===== src/rtl/irq_tgt_pkg.sv =====
// Shared types and constants for the interrupt target generator.
// Assumes 24-bit byte addresses made of an 8-bit segment and a 16-bit offset.
package irq_tgt_pkg;

    localparam int ADDR_W      = 24;
    localparam int SEG_W       = 8;
    localparam int OFF_W       = 16;
    localparam int LEVEL_W     = 4;
    localparam int GROUP_W     = 3;
    localparam logic [3:0] FAST_MIN_LEVEL = 4'd12;

    typedef enum logic [1:0] {
        BANK_GLOBAL = 2'b00,
        BANK_RSVD   = 2'b01,
        BANK_LOCAL1 = 2'b10,
        BANK_LOCAL2 = 2'b11
    } bank_e;

    typedef struct packed {
        logic              en;
        logic [1:0]        lvl;   // level minus 12
        logic [GROUP_W-1:0] grp;
        logic [SEG_W-1:0]  seg;
        logic [OFF_W-1:0]  off;
    } fast_pair_t;

endpackage


===== src/rtl/irq_tgt_cfg.sv =====
// Configuration register file: spacing code, table base, fast-entry pairs
// and per-group bank fields. Assumes NUM_FAST <= 2 so the pairs fit below
// the bank registers in the 16-entry map. Write-only; all fields reset to 0.
module irq_tgt_cfg
    import irq_tgt_pkg::*;
#(
    parameter int NUM_FAST   = 2,
    parameter int NUM_GROUPS = 8,
    parameter int CFG_AW     = 4
) (
    input  logic                          clk,
    input  logic                          rst_n,
    input  logic                          cfg_we,
    input  logic [CFG_AW-1:0]             cfg_addr,
    input  logic [15:0]                   cfg_wdata,
    output logic [1:0]                    spacing_sel,
    output logic [ADDR_W-1:0]             tbl_base,
    output fast_pair_t [NUM_FAST-1:0]     fast_cfg,
    output logic [NUM_GROUPS-1:0][7:0]    bank_cfg
);

    localparam int SPACING_ADDR = 0;
    localparam int BASE_LO_ADDR = 1;
    localparam int BASE_HI_ADDR = 2;
    localparam int FAST_BASE    = 3;
    localparam int BANK_BASE    = 8;

    // Spacing code and table base registers.
    always_ff @(posedge clk) begin
        if (!rst_n) begin
            spacing_sel <= '0;
            tbl_base    <= '0;
        end else if (cfg_we) begin
            if (cfg_addr == CFG_AW'(SPACING_ADDR)) spacing_sel <= cfg_wdata[1:0];
            if (cfg_addr == CFG_AW'(BASE_LO_ADDR)) tbl_base[OFF_W-1:0] <= cfg_wdata;
            if (cfg_addr == CFG_AW'(BASE_HI_ADDR)) tbl_base[ADDR_W-1:OFF_W] <= cfg_wdata[SEG_W-1:0];
        end
    end

    for (genvar i = 0; i < NUM_FAST; i++) begin : g_fast
        localparam int SEG_ADDR = FAST_BASE + 2 * i;
        localparam int OFF_ADDR = FAST_BASE + 2 * i + 1;
        // Fast-entry pair i: control/segment word and offset word.
        always_ff @(posedge clk) begin
            if (!rst_n) begin
                fast_cfg[i] <= '0;
            end else if (cfg_we) begin
                if (cfg_addr == CFG_AW'(SEG_ADDR)) begin
                    fast_cfg[i].en  <= cfg_wdata[15];
                    fast_cfg[i].lvl <= cfg_wdata[14:13];
                    fast_cfg[i].grp <= cfg_wdata[12:10];
                    fast_cfg[i].seg <= cfg_wdata[SEG_W-1:0];
                end
                if (cfg_addr == CFG_AW'(OFF_ADDR)) fast_cfg[i].off <= cfg_wdata;
            end
        end
    end

    for (genvar g = 0; g < NUM_GROUPS; g++) begin : g_bank
        localparam int B_ADDR = BANK_BASE + g;
        // Bank-field register for group g (four 2-bit level fields).
        always_ff @(posedge clk) begin
            if (!rst_n) begin
                bank_cfg[g] <= '0;
            end else if (cfg_we && cfg_addr == CFG_AW'(B_ADDR)) begin
                bank_cfg[g] <= cfg_wdata[7:0];
            end
        end
    end

endmodule


===== src/rtl/irq_tgt_fast.sv =====
// Fast-entry matcher: compares each enabled pair's level and group with the
// request and returns the lowest-index hit. A pair can only name levels
// 12..15, so lower levels never hit.
module irq_tgt_fast
    import irq_tgt_pkg::*;
#(
    parameter int NUM_FAST = 2
) (
    input  fast_pair_t [NUM_FAST-1:0] fast_cfg,
    input  logic [LEVEL_W-1:0]        level,
    input  logic [GROUP_W-1:0]        group,
    output logic                      hit,
    output logic [ADDR_W-1:0]         addr
);

    logic [NUM_FAST-1:0] match;

    for (genvar i = 0; i < NUM_FAST; i++) begin : g_match
        assign match[i] = fast_cfg[i].en
                        && (level == {2'b11, fast_cfg[i].lvl})
                        && (group == fast_cfg[i].grp);
    end

    // Priority pick: scan from the top so the lowest index wins last.
    always_comb begin
        hit  = 1'b0;
        addr = '0;
        for (int i = NUM_FAST - 1; i >= 0; i--) begin
            if (match[i]) begin
                hit  = 1'b1;
                addr = {fast_cfg[i].seg, fast_cfg[i].off};
            end
        end
    end

endmodule


===== src/rtl/irq_tgt_bank.sv =====
// Bank lookup: selects the 2-bit field for (group, level) when the level is
// 12 or above. The reserved code and all lower levels map to the global bank.
module irq_tgt_bank
    import irq_tgt_pkg::*;
#(
    parameter int NUM_GROUPS = 8
) (
    input  logic [NUM_GROUPS-1:0][7:0] bank_cfg,
    input  logic [LEVEL_W-1:0]         level,
    input  logic [GROUP_W-1:0]         group,
    output bank_e                      bank
);

    logic [7:0] grp_word;
    logic [1:0] field;

    assign grp_word = bank_cfg[group];
    assign field    = grp_word[{level[1:0], 1'b0} +: 2];

    // Map the raw field to a bank, folding the reserved code to global.
    always_comb begin
        if (level < FAST_MIN_LEVEL) begin
            bank = BANK_GLOBAL;
        end else begin
            unique case (field)
                2'b10:   bank = BANK_LOCAL1;
                2'b11:   bank = BANK_LOCAL2;
                default: bank = BANK_GLOBAL;
            endcase
        end
    end

endmodule


===== src/rtl/irq_tgt_table.sv =====
// Vector-table target: base + vector scaled by 2/4/8/16 words (4..32 bytes).
// Assumes byte addressing; the 24-bit sum wraps modulo 2^24.
module irq_tgt_table
    import irq_tgt_pkg::*;
#(
    parameter int VEC_W = 8
) (
    input  logic [ADDR_W-1:0] tbl_base,
    input  logic [1:0]        spacing_sel,
    input  logic [VEC_W-1:0]  vector,
    output logic [ADDR_W-1:0] addr
);

    localparam int BYTE_SHIFT_MIN = 2;   // 2 words = 4 bytes

    logic [ADDR_W-1:0] scaled;

    assign scaled = ADDR_W'(vector) << (BYTE_SHIFT_MIN + int'(spacing_sel));
    assign addr   = tbl_base + scaled;

endmodule


===== src/rtl/irq_tgt_top.sv =====
// Interrupt target generator top. Captures one request per handshake,
// computes the table or fast-entry target and the bank choice from the
// current configuration, and registers the result two edges after accept.
// Assumes the request fields are stable while req_valid is high.
module irq_tgt_top
    import irq_tgt_pkg::*;
#(
    parameter int VEC_W      = 8,
    parameter int NUM_FAST   = 2,
    parameter int NUM_GROUPS = 8,
    parameter int CFG_AW     = 4
) (
    input  logic                 clk,
    input  logic                 rst_n,
    input  logic                 cfg_we,
    input  logic [CFG_AW-1:0]    cfg_addr,
    input  logic [15:0]          cfg_wdata,
    input  logic                 req_valid,
    output logic                 req_ready,
    input  logic [VEC_W-1:0]     req_vector,
    input  logic [LEVEL_W-1:0]   req_level,
    input  logic [GROUP_W-1:0]   req_group,
    output logic                 res_valid,
    output logic [ADDR_W-1:0]    res_addr,
    output logic                 res_fast,
    output logic [1:0]           res_bank
);

    logic [1:0]                  spacing_sel;
    logic [ADDR_W-1:0]           tbl_base;
    fast_pair_t [NUM_FAST-1:0]   fast_cfg;
    logic [NUM_GROUPS-1:0][7:0]  bank_cfg;

    logic                  s1_valid;
    logic [VEC_W-1:0]      s1_vector;
    logic [LEVEL_W-1:0]    s1_level;
    logic [GROUP_W-1:0]    s1_group;

    logic                  fast_hit;
    logic [ADDR_W-1:0]     fast_addr;
    logic [ADDR_W-1:0]     tbl_addr;
    bank_e                 bank_sel;
    logic                  accept;

    assign req_ready = !s1_valid;
    assign accept    = req_valid && req_ready;

    irq_tgt_cfg #(
        .NUM_FAST(NUM_FAST), .NUM_GROUPS(NUM_GROUPS), .CFG_AW(CFG_AW)
    ) u_cfg (
        .clk(clk), .rst_n(rst_n),
        .cfg_we(cfg_we), .cfg_addr(cfg_addr), .cfg_wdata(cfg_wdata),
        .spacing_sel(spacing_sel), .tbl_base(tbl_base),
        .fast_cfg(fast_cfg), .bank_cfg(bank_cfg)
    );

    irq_tgt_fast #(.NUM_FAST(NUM_FAST)) u_fast (
        .fast_cfg(fast_cfg), .level(s1_level), .group(s1_group),
        .hit(fast_hit), .addr(fast_addr)
    );

    irq_tgt_table #(.VEC_W(VEC_W)) u_table (
        .tbl_base(tbl_base), .spacing_sel(spacing_sel),
        .vector(s1_vector), .addr(tbl_addr)
    );

    irq_tgt_bank #(.NUM_GROUPS(NUM_GROUPS)) u_bank (
        .bank_cfg(bank_cfg), .level(s1_level), .group(s1_group),
        .bank(bank_sel)
    );

    // Stage 1: hold the accepted request for exactly one cycle.
    always_ff @(posedge clk) begin
        if (!rst_n) begin
            s1_valid  <= 1'b0;
            s1_vector <= '0;
            s1_level  <= '0;
            s1_group  <= '0;
        end else begin
            s1_valid <= accept;
            if (accept) begin
                s1_vector <= req_vector;
                s1_level  <= req_level;
                s1_group  <= req_group;
            end
        end
    end

    // Stage 2: register the selected target, path flag and bank choice.
    always_ff @(posedge clk) begin
        if (!rst_n) begin
            res_valid <= 1'b0;
            res_addr  <= '0;
            res_fast  <= 1'b0;
            res_bank  <= BANK_GLOBAL;
        end else begin
            res_valid <= s1_valid;
            if (s1_valid) begin
                res_addr <= fast_hit ? fast_addr : tbl_addr;
                res_fast <= fast_hit;
                res_bank <= bank_sel;
            end
        end
    end

endmodule


===== config.mk =====
export PLATFORM = sky130hd
export DESIGN_NAME = irq_tgt_top
export DESIGN_NICKNAME = d
export VERILOG_FILES = /design/src/rtl/irq_tgt_pkg.sv /design/src/rtl/irq_tgt_cfg.sv /design/src/rtl/irq_tgt_fast.sv /design/src/rtl/irq_tgt_bank.sv /design/src/rtl/irq_tgt_table.sv /design/src/rtl/irq_tgt_top.sv
export SDC_FILE = /design/constraint.sdc
export NUM_CORES = 1
export LEC_CHECK = 0
export ABC_CLOCK_PERIOD_IN_PS = 6800
export BUFFER_PORTS_ARGS = -buffer_cell sky130_fd_sc_hd__buf_2
export CAP_MARGIN = 20
export CORE_MARGIN = 3
export CORE_UTILIZATION = 45
export CTS_CLUSTER_DIAMETER = 120
export CTS_CLUSTER_SIZE = 24
export DETAILED_ROUTE_END_ITERATION = 7
export PLACE_DENSITY = 0.68
export SYNTH_ARGS = -nofsm -noshare
export SYNTH_HDL_FRONTEND = slang
export SYNTH_SLANG_ARGS = --single-unit

===== constraint.sdc =====
create_clock -name clk -period 6.8 [get_ports clk]
set_input_delay 1.36 -clock clk [delete_from_list [all_inputs] [get_ports clk]]
set_output_delay 1.36 -clock clk [all_outputs]
set_load 0.005 [all_outputs]

==> results of run 1 <==
-- metal layers --
metal / up-vias / share of wire (%) / track usage, %
met4: 2 / 1.7 / 6.30
met1: 3454 / 47 / 28.6
met5: - / 0.029 / 0
met3: 28 / 5.4 / 3.83
li1: 3557 / - / -
met2: 160 / 46 / 35.4
-- where the power goes --
part           leakage (nW)  internal (W)  switching, W
combinational          2.18     0.0000822      0.000115
sequential             1.57       0.00116     0.0000186
clock                 0.301      0.000532      0.000504
total                  4.05       0.00178      0.000638
-- placed cells by master, fill, tap and decap left out, drive strengths merged, types with 12 or more instances in the layout --
master    n
a21boi   67
nand2   147
a221oi   16
mux2i   118
xor2     13
xnor2    15
inv      13
nor2b   114
a21oi    21
o22ai    12
o21ai    33
and3     12
dfxtp   194
buf      79
clkbuf   17
mux4     16
ha       15
nand3    18
nor2     35
-- metrics by stage --
step | utilization, % | cell area [µm²]
floorplan | - | 9480
global route | 51.8 | 10600
CTS | 51.8 | 10600
global placement | 48.7 | 9950
finish | 51.8 | 10600
detailed placement | 48.8 | 9960
-- kinds of logic after synthesis --
group | count (synthesis) | synth area share (%)
AOI/OAI and AO/OA | 191 | 14.8
xor gates and xnor gates | 28 | 2.75
adders and majority gates | 16 | 2.19
buffers and inverters | 73 | 3.30
DFF | 194 | 41.0
muxes | 139 | 17.0
other | 2 | 0.0793
and+or+nand+nor | 358 | 18.8
-- cell usage after synthesis, drive strengths merged (6+ instances only) --
| library cell | instances | share of area [%] |
|---|---|---|
| mux4 | 16 | 3.9 |
| o22ai | 12 | 0.79 |
| nand2 | 147 | 5.8 |
| and3 | 12 | 0.79 |
| mux2i | 118 | 12 |
| ha | 15 | 2.0 |
| clkbuf | 49 | 1.9 |
| xor2 | 13 | 1.2 |
| o21ai | 33 | 1.7 |
| a221oi | 16 | 2.3 |
| buf | 18 | 1.1 |
| a21boi | 67 | 5.3 |
| nor2b | 114 | 7.6 |
| dfxtp | 194 | 41 |
| nand3 | 18 | 0.95 |
| xnor2 | 15 | 1.5 |
| nor2 | 35 | 1.4 |
| a21oi | 21 | 1.1 |
| a21o | 6 | 0.48 |
-- flip-flops by register name, indices dropped and copies added, names as in the netlist --
register,flops
s1_valid,1
s1_level,4
res_valid,1
u_cfg.tbl_base,24
res_addr,24
u_cfg.fast_cfg,60
s1_vector,8
u_cfg.spacing_sel,2
u_cfg.bank_cfg,64
res_bank,2
res_fast,1
s1_group,3
-- final cells by class --
| class | instances | area [µm²] |
|---|---|---|
| clock inverters | 15 | 188 |
| inverters | 6 | 22.5 |
| multi-input cells | 737 | 5290 |
| fillers | 1933 | 9850 |
| diodes | 1 | 2.50 |
| well taps | 270 | 338 |
| clock buffers | 17 | 425 |
| flip-flops and latches | 194 | 3880 |
| repair buffers | 79 | 432 |
-- worst max-delay path, delay by kind of cell (launching register included) --
kind                       cells  cell delay (ps)
AOI/OAI and AO/OA              5             1240
adders and majority gates      1              370
DFF                            1              700
muxes                          2              990
and+or+nand+nor                1              260
-- final timing paths --
path                                     startpoint                   endpoint  slack, ps  cells after the start
setup reg to reg  u_cfg.spacing_sel[0]$_SDFFE_PN0P_  res_addr[14]$_SDFFE_PN0P_       3180                      9
hold / removal             s1_level[2]$_SDFFE_PN0P_   s1_level[2]$_SDFFE_PN0P_        460                      2
setup / recovery  u_cfg.spacing_sel[0]$_SDFFE_PN0P_  res_addr[14]$_SDFFE_PN0P_       3180                      9
hold reg to reg            s1_level[2]$_SDFFE_PN0P_   s1_level[2]$_SDFFE_PN0P_        460                      2
==> run_results.csv, run 1 <==
group,metric,value,unit
synthesis,yosysWarnings,0,
synthesis,synth-edff-count,0,
synthesis,ys.flop_type,"dfxtp_1",
sta,finalMaxSlewViolations,0,
routing,first_pass_iters,4,
synthesis,async_reset_ff_share,0,%
worst_setup_path,critical_path.startpoint_type,"register",
floorplanning,die_h,151,µm
place,dp_slack,3260,ps
synthesis,ys_seq_area_share,41.0,%
layout,area.growth.synth_to_final,11.7,%
cts,cts_resized,0,
routing,wl_per_cell,18.2,µm
global_route,antenna_found_initial,1,
place,place.gp.congestion,0.810,
global_route,grt_usage,21.4,%
layout,drive_gt1_share,14.4,%
worst_setup_path,path_max_fanout,16,
floorplanning,rows,52,
cts,root_buffer,"clkbuf_16",
sta,hold_viol,0,
pwr,cellLeakagePower,4.05,nW
layout,fin_nets,1090,
hold_path,holdCritPathClass,"reg -> reg",
sta,rsz0062_at_grt,"false",
worst_setup_path,cp_slowest_stage_delay,700,ps
routing,drc,0,
floorplanning,core_area,0.0204,mm²
sta,maxSlewHeadroom,27.3,%
cts,cts_htree_levels,4,
global_route,grt_max_degree,106,
worst_setup_path,path_cells,"mux4_2, ha_1, and4_1, o211ai_1, a21oi_1, a21oi_1, mux2_2, a211o_1, a31oi_1",
sta,fin_setup_tns,0,ps
sta,min_period_over_period,53.3,%
place,io_buffers,67,
routing,vias_per_cell,5.46,
sta,setup_viol,0,
cts,clkTransAtPathRegs,80,ps
layout,final_cell_count_no_fill,1319,
sta,worst_slew_pin_slew,1090,ps
job,cap_violations,0,
place,dpl.hpwl,15.7,mm
status,outcome,"finished, final reports clean",
cts,clock_sinks,194,
worst_setup_path,cp.arrival,4000,ps
cts,cts_hold_buf,0,
sta,fin_crit,3620,ps
routing,routed_wl,24.0,mm
cts,cts_tree,"yes",
pwr,peakVddDrop,0.197,mV
worst_setup_path,critPathSlowestCell,"dfxtp_1",
cts,clock_path_buffers,2,
pwr,post-layout-total-power,0.00241,W
synthesis,postSynthCellCount,1001,
floorplanning,initial_utilization,46.3,%
routing,via_count,7201,
routing,drt_iter0_drc,467,
routing,ant_nets,0,
global_route,grt_overflow_total,0,
floorplanning,dieArea,0.0228,mm²
sta,fin_skew,10.6,ps
floorplanning,die_x,151,µm
worst_setup_path,path_common_cell,"a21oi_1",
synthesis,avgSynthCellArea,9.46,µm²
cts,clk_latency,450,ps
synthesis,netlist-cell-type-count,62,
place,dp.cells,1286,
cts,numCtsBuffers,17,
synthesis,syn_area,0.00947,mm²
global_route,grt_pass1_wl,37.5,mm
sta,hold_ws,462,ps
cts,postCtsSetupBuffers,0,
worst_setup_path,cp.required,7170,ps
sta,fmax,276,MHz
sta,setup_ws,3180,ps
pwr,power.density,228,mW/mm²
global_route,grt_pass1_vias,6915,
floorplanning,ios,68,
worst_setup_path,worstSetupEndpointType,"register",
worst_setup_path,crit_type,"reg -> reg",
synthesis,synth_seq_cells,194,
(Power assumes the default switching activity.)
==> run 2: changes to the inputs <==
--- a/config.mk
+++ b/config.mk
@@ -5,7 +5,7 @@
 export SDC_FILE = /design/constraint.sdc
 export NUM_CORES = 1
 export LEC_CHECK = 0
-export ABC_CLOCK_PERIOD_IN_PS = 6800
+export ABC_CLOCK_PERIOD_IN_PS = 3300
 export BUFFER_PORTS_ARGS = -buffer_cell sky130_fd_sc_hd__buf_2
 export CAP_MARGIN = 20
 export CORE_MARGIN = 3
@@ -13,7 +13,7 @@
 export CTS_CLUSTER_DIAMETER = 120
 export CTS_CLUSTER_SIZE = 24
 export DETAILED_ROUTE_END_ITERATION = 7
-export PLACE_DENSITY = 0.68
+export PLACE_DENSITY = 0.71
 export SYNTH_ARGS = -nofsm -noshare
 export SYNTH_HDL_FRONTEND = slang
 export SYNTH_SLANG_ARGS = --single-unit
==> constraint.sdc (replaced) <==
create_clock -name clk -period 3.3 [get_ports clk]
set_input_delay 0.66 -clock clk [delete_from_list [all_inputs] [get_ports clk]]
set_output_delay 0.66 -clock clk [all_outputs]
set_load 0.005 [all_outputs]
==> run 2 against run 1 <==
  * Clock power up 110%
  * Register-to-register slack worse by 3000 ps
  * Critical path type unchanged
  * Wire length down 1.3%
  * Global-route usage up 0.15 points
  * Cell area up 1.4%
  * Via count up 0.43%
  * Critical endpoint is now res_addr[23]$_SDFFE_PN0P_
  * Critical path depth up 2
  * Largest power group unchanged
==> run_results.csv, run 2 (same netlist as run 1, synthesis figures left out) <==
group,metric,value,unit
worst_setup_path,cp_slowest_stage_delay,550,ps
layout,final_common_cell,"dfxtp_1",
cts,clock_path_buffers,2,
layout,reg_top3,"u_cfg.bank_cfg x64, u_cfg.fast_cfg x60",
cts,clk_latency,440,ps
routing,routed_wl,23.6,mm
worst_setup_path,worstSetupEndpointType,"register",
pwr,peakVddDrop,0.331,mV
hold_path,holdCritPathClass,"reg -> reg",
routing,ant_nets,0,
job,cap_violations,0,
sta,finalMaxSlewViolations,0,
layout,nFillCells,1934,
routing,drc,0,
layout,largest_reg_flops,64,
global_route,grt_overflow_total,0,
place,dp.cells,1301,
layout,multi_input_area,0.00529,mm²
floorplanning,initial_utilization,46.3,%
cts,cts_htree_levels,4,
pwr,power.density,469,mW/mm²
sta,fin_skew,11.2,ps
place,io_buffers,67,
worst_setup_path,path_common_cell,"mux2i_1",
floorplanning,die_h,151,µm
place,place.gp.congestion,0.861,
sta,min_period_over_period,93.2,%
worst_setup_path,critPathSlowestCell,"dfxtp_1",
routing,drt_iter0_drc,503,
layout,layout_common_cells,"dfxtp_1 (194), nand2_1 (147), mux2i_1 (118), nor2b_1 (113)",
layout,fin_util,52.5,%
worst_setup_path,critical_path.startpoint_type,"register",
layout,drive_gt1_share,15.7,%
floorplanning,core_area,0.0204,mm²
routing,first_pass_iters,5,
cts,postCtsSetupBuffers,0,
worst_setup_path,path_max_fanout,12,
layout,fin_area,0.0107,mm²
worst_setup_path,path_cells,"buf_4, mux2i_1, mux2i_1, ha_1, and4_1, a32oi_1, o21ai_0, a221o_1, nand3_1, xor2_1, o22ai_1",
cts,cts_resized,0,
sta,setup_viol,0,
status,outcome,"finished, final reports clean",
cts,root_buffer,"clkbuf_16",
sta,fin_setup_tns,0,ps
layout,n_antenna_cell,0,
sta,hold_viol,0,
sta,hold_ws,460,ps
cts,clock_sinks,194,
routing,vias_per_cell,5.43,
sta,fmax,325,MHz
sta,rsz0062_at_grt,"false",
cts,numCtsBuffers,17,
sta,worst_slew_pin_slew,950,ps
sta,fin_crit,3080,ps
routing,via_count,7232,
place,place_area,0.0101,mm²
cts,cts_tree,"yes",
layout,regMostFlops,"u_cfg.bank_cfg",
global_route,grt_max_degree,96,
worst_setup_path,crit_type,"reg -> reg",
routing,wl_per_cell,17.7,µm
cts,cts_hold_buf,0,
layout,final_cell_count_no_fill,1333,
global_route,antenna_found_initial,0,
floorplanning,die_x,151,µm
global_route,grt_usage,21.5,%
floorplanning,dieArea,0.0228,mm²
floorplanning,rows,52,
worst_setup_path,cp.required,3600,ps
cts,clkTransAtPathRegs,80,ps
place,dpl.hpwl,16.2,mm
worst_setup_path,cp.arrival,3380,ps
layout,seq_area,0.00388,mm²
layout,fin_nets,1105,
global_route,grt_pass1_vias,6956,
global_route,grt_pass1_wl,38.4,mm
sta,maxSlewHeadroom,36.6,%
layout,area.growth.synth_to_final,13.3,%
pwr,cellLeakagePower,4.14,nW
floorplanning,ios,68,
-- run 2: changes by cell type in the layout (fill, tap and decap cells not counted), sizes merged --
cell    change
buf        +15
clkinv      +1
diode       -1
inv         -1
-- run 2: metal layers --
layer,routed length [µm],vias to the layer above,global-route usage (%)
li1,-,3592,-
met1,11000,3425,30.2
met2,10800,189,33.5
met3,1450,26,4.58
met5,0,-,0
met4,369,0,6.35
-- run 2: where the power goes --
part	leakage [nW]	switching [W]	internal (W)
Sequential	1.57	0.0000394	0.00239
Combinational	2.26	0.000237	0.000173
Clock	0.308	0.00108	0.00111
Total	4.14	0.00135	0.00368
-- run 2: through the flow --
step	setup slack [ps]	total power (W)
2_1_floorplan	259	0.00274
3_3_place_gp	244	0.00289
3_5_place_dp	165	0.00290
4_1_cts	110	0.00507
5_1_grt	8.76	0.00520
6_report	224	0.00503
-- run 2: worst max-delay path, delay by kind of cell (launching register included) --
| family | cells | cell delay, ps |
|---|---|---|
| AO/OA/AOI/OAI | 4 | 900 |
| XOR/XNOR | 1 | 170 |
| adder cells (fa/ha/maj) | 1 | 370 |
| buffers and inverters | 1 | 210 |
| flip-flops | 1 | 550 |
| multiplexers | 2 | 330 |
| AND/OR/NAND/NOR | 2 | 400 |
-- run 2: layout make-up --
class / count / share of cell area, %
repair buffers: 94 / 5.16
inverters: 6 / 0.210
flip-flops and latches: 194 / 36.2
clock buffers: 17 / 3.97
multi-input cells: 737 / 49.3
clock inverters: 15 / 1.98
well taps: 270 / 3.15
-- run 2: final timing paths --
check,startpoint,to,slack [ps],cells past startpoint
max,u_cfg.spacing_sel[1]$_SDFFE_PN0P_,res_addr[23]$_SDFFE_PN0P_,220,11
min,s1_level[2]$_SDFFE_PN0P_,s1_level[2]$_SDFFE_PN0P_,460,2
max reg2reg,u_cfg.spacing_sel[1]$_SDFFE_PN0P_,res_addr[23]$_SDFFE_PN0P_,220,11
min reg2reg,s1_level[2]$_SDFFE_PN0P_,s1_level[2]$_SDFFE_PN0P_,460,2
==> run 3: changes to the inputs <==
--- a/config.mk
+++ b/config.mk
@@ -7,13 +7,12 @@
 export LEC_CHECK = 0
 export ABC_CLOCK_PERIOD_IN_PS = 3300
 export BUFFER_PORTS_ARGS = -buffer_cell sky130_fd_sc_hd__buf_2
-export CAP_MARGIN = 20
 export CORE_MARGIN = 3
-export CORE_UTILIZATION = 45
+export CORE_UTILIZATION = 55
 export CTS_CLUSTER_DIAMETER = 120
 export CTS_CLUSTER_SIZE = 24
 export DETAILED_ROUTE_END_ITERATION = 7
-export PLACE_DENSITY = 0.71
+export PLACE_DENSITY = 0.83
 export SYNTH_ARGS = -nofsm -noshare
 export SYNTH_HDL_FRONTEND = slang
 export SYNTH_SLANG_ARGS = --single-unit
==> run 3 against run 2 <==
  * Clock power decreased by 8%
  * Die area decreased by 17%
  * Cell count decreased by 3.7%
  * Power decreased by 3.4%
  * Hold slack about the same
  * Clock-buffer cell count increased by 3
  * Sequential share of layout area increased by 0.43 points
  * Combinational power about the same
  * Sequential cell count unchanged
  * First-iteration DRC count increased by 26%
  * Non-clock buffer count unchanged
  * Cell area decreased by 1.2%
  * Largest cell class unchanged
==> run_results.csv, run 3 (same netlist as run 1, synthesis figures left out) <==
group,metric,value,unit
worst_setup_path,crit_type,"reg -> reg",
global_route,antenna_found_initial,1,
layout,fin_nets,1105,
global_route,grt_pass1_wl,37.6,mm
layout,reg_top3,"u_cfg.bank_cfg x64, u_cfg.fast_cfg x60",
routing,via_count,7492,
cts,clock_sinks,194,
sta,setup_viol,0,
place,dpl.hpwl,15.9,mm
cts,root_buffer,"clkbuf_16",
floorplanning,initial_utilization,56.7,%
hold_path,holdCritPathClass,"reg -> reg",
pwr,peakVddDrop,0.473,mV
routing,routed_wl,23.8,mm
sta,fin_setup_tns,0,ps
cts,cts_htree_levels,4,
floorplanning,die_x,137,µm
routing,wl_met2,11.2,mm
sta,worst_slew_pin_slew,1020,ps
cts,clkTransAtPathRegs,70,ps
place,place_area,0.0100,mm²
layout,fin_area,0.0106,mm²
worst_setup_path,cp.required,3600,ps
global_route,grt_max_degree,100,
floorplanning,core_area,0.0167,mm²
floorplanning,rows,47,
cts,cts_tree,"yes",
layout,nFillCells,1384,
routing,first_pass_iters,5,
cts,numCtsBuffers,17,
cts,clock_path_buffers,2,
hold_path,whs_path_depth,2,
routing,wl_per_cell,18.5,µm
cts,clk_latency,440,ps
layout,largest_reg_flops,64,
routing,drt-met1-wl,10.6,mm
floorplanning,ios,68,
sta,hold_viol,0,
pwr,cellLeakagePower,4.12,nW
global_route,grt_pass1_vias,7211,
routing,top_layer,"met5",
routing,vias_per_cell,5.83,
sta,fin_skew,12.1,ps
layout,area.growth.synth_to_final,12.0,%
sta,hold_ws,460,ps
routing,routed-wl-met3,1.54,mm
place,io_buffers,67,
sta,finalMaxSlewViolations,0,
sta,maxSlewHeadroom,31.9,%
worst_setup_path,worstSetupEndpointType,"register",
worst_setup_path,path_max_fanout,10,
sta,fin_crit,3080,ps
cts,postCtsSetupBuffers,0,
floorplanning,die_h,137,µm
status,outcome,"finished, final reports clean",
place,dp_slack,191,ps
worst_setup_path,reg2reg_depth,9,
routing,ant_nets,0,
routing,drc,0,
job,cap_violations,0,
floorplanning,dieArea,0.0188,mm²
pwr,post-layout-total-power,0.00486,W
global_route,grt_overflow_total,0,
layout,drive_gt1_share,15.7,%
sta,fmax,325,MHz
pwr,power.density,459,mW/mm²
worst_setup_path,cp.arrival,3370,ps
layout,regMostFlops,"u_cfg.bank_cfg",
sta,rsz0062_at_grt,"false",
layout,layout_common_cells,"dfxtp_1 (194), nand2_1 (147), mux2i_1 (118), nor2b_1 (113)",
worst_setup_path,critical_path.startpoint_type,"register",
place,place.gp.congestion,0.945,
sta,setup_ws,222,ps
sta,min_period_over_period,93.3,%
routing,drt_iter0_drc,632,
global_route,grt_usage,25.7,%
layout,final_common_cell,"dfxtp_1",
-- run 3: cell type report --
type                       instances  area, µm²  share of cell area, %
antenna                            1       2.50                 0.0236
clock buffer                      20        467                   4.40
clock inverter                    12        106                   1.00
inverter                           6       22.5                  0.212
multi-input combinational        737       5290                   49.9
sequential                       194       3880                   36.6
tap                              220        275                   2.60
timing repair buffer              94        553                   5.22
-- run 3: worst max-delay path, stage by stage (launching register included) --
cell,delay [ps]
dfxtp_1,540
mux4_2,550
ha_1,370
and4_1,270
a32oi_1,150
o21ai_0,190
a221o_1,490
nand3_1,130
xor2_1,150
o22ai_1,90
-- run 3: metal layers --
metal	global-route usage, %	vias to the layer above
li1	-	3605
met1	34.7	3609
met2	41.4	248
met3	5.41	28
met4	8.37	2
met5	0	-
-- run 3: worst paths after layout --
| kind | slack (ps) | endpoint | from |
|---|---|---|---|
| worst min register to register | 460 | s1_level[2]$_SDFFE_PN0P_ | s1_level[2]$_SDFFE_PN0P_ |
| worst max-delay path | 220 | res_addr[23]$_SDFFE_PN0P_ | u_cfg.spacing_sel[0]$_SDFFE_PN0P_ |
| worst max register to register | 220 | res_addr[23]$_SDFFE_PN0P_ | u_cfg.spacing_sel[0]$_SDFFE_PN0P_ |
| worst min-delay path | 460 | s1_level[2]$_SDFFE_PN0P_ | s1_level[2]$_SDFFE_PN0P_ |
-- run 3: repair_timing --
item | CTS | global route
hold buffers | 0 | 0
gates resized for setup | 0 | 1
setup endpoints to repair | 0 | 2
-- run 3: through the flow --
step                      util [%]  cells
after floorplan                  -   1004
after global placement        60.0   1251
after detailed placement      60.0   1251
after CTS                     63.4   1283
after global routing          63.5   1283
final                         63.5   1284
-- run 3: power by group --
part / internal, W / switching [W]
sequential: 0.00239 / 0.0000379
combinational: 0.000174 / 0.000239
clock: 0.00106 / 0.000962
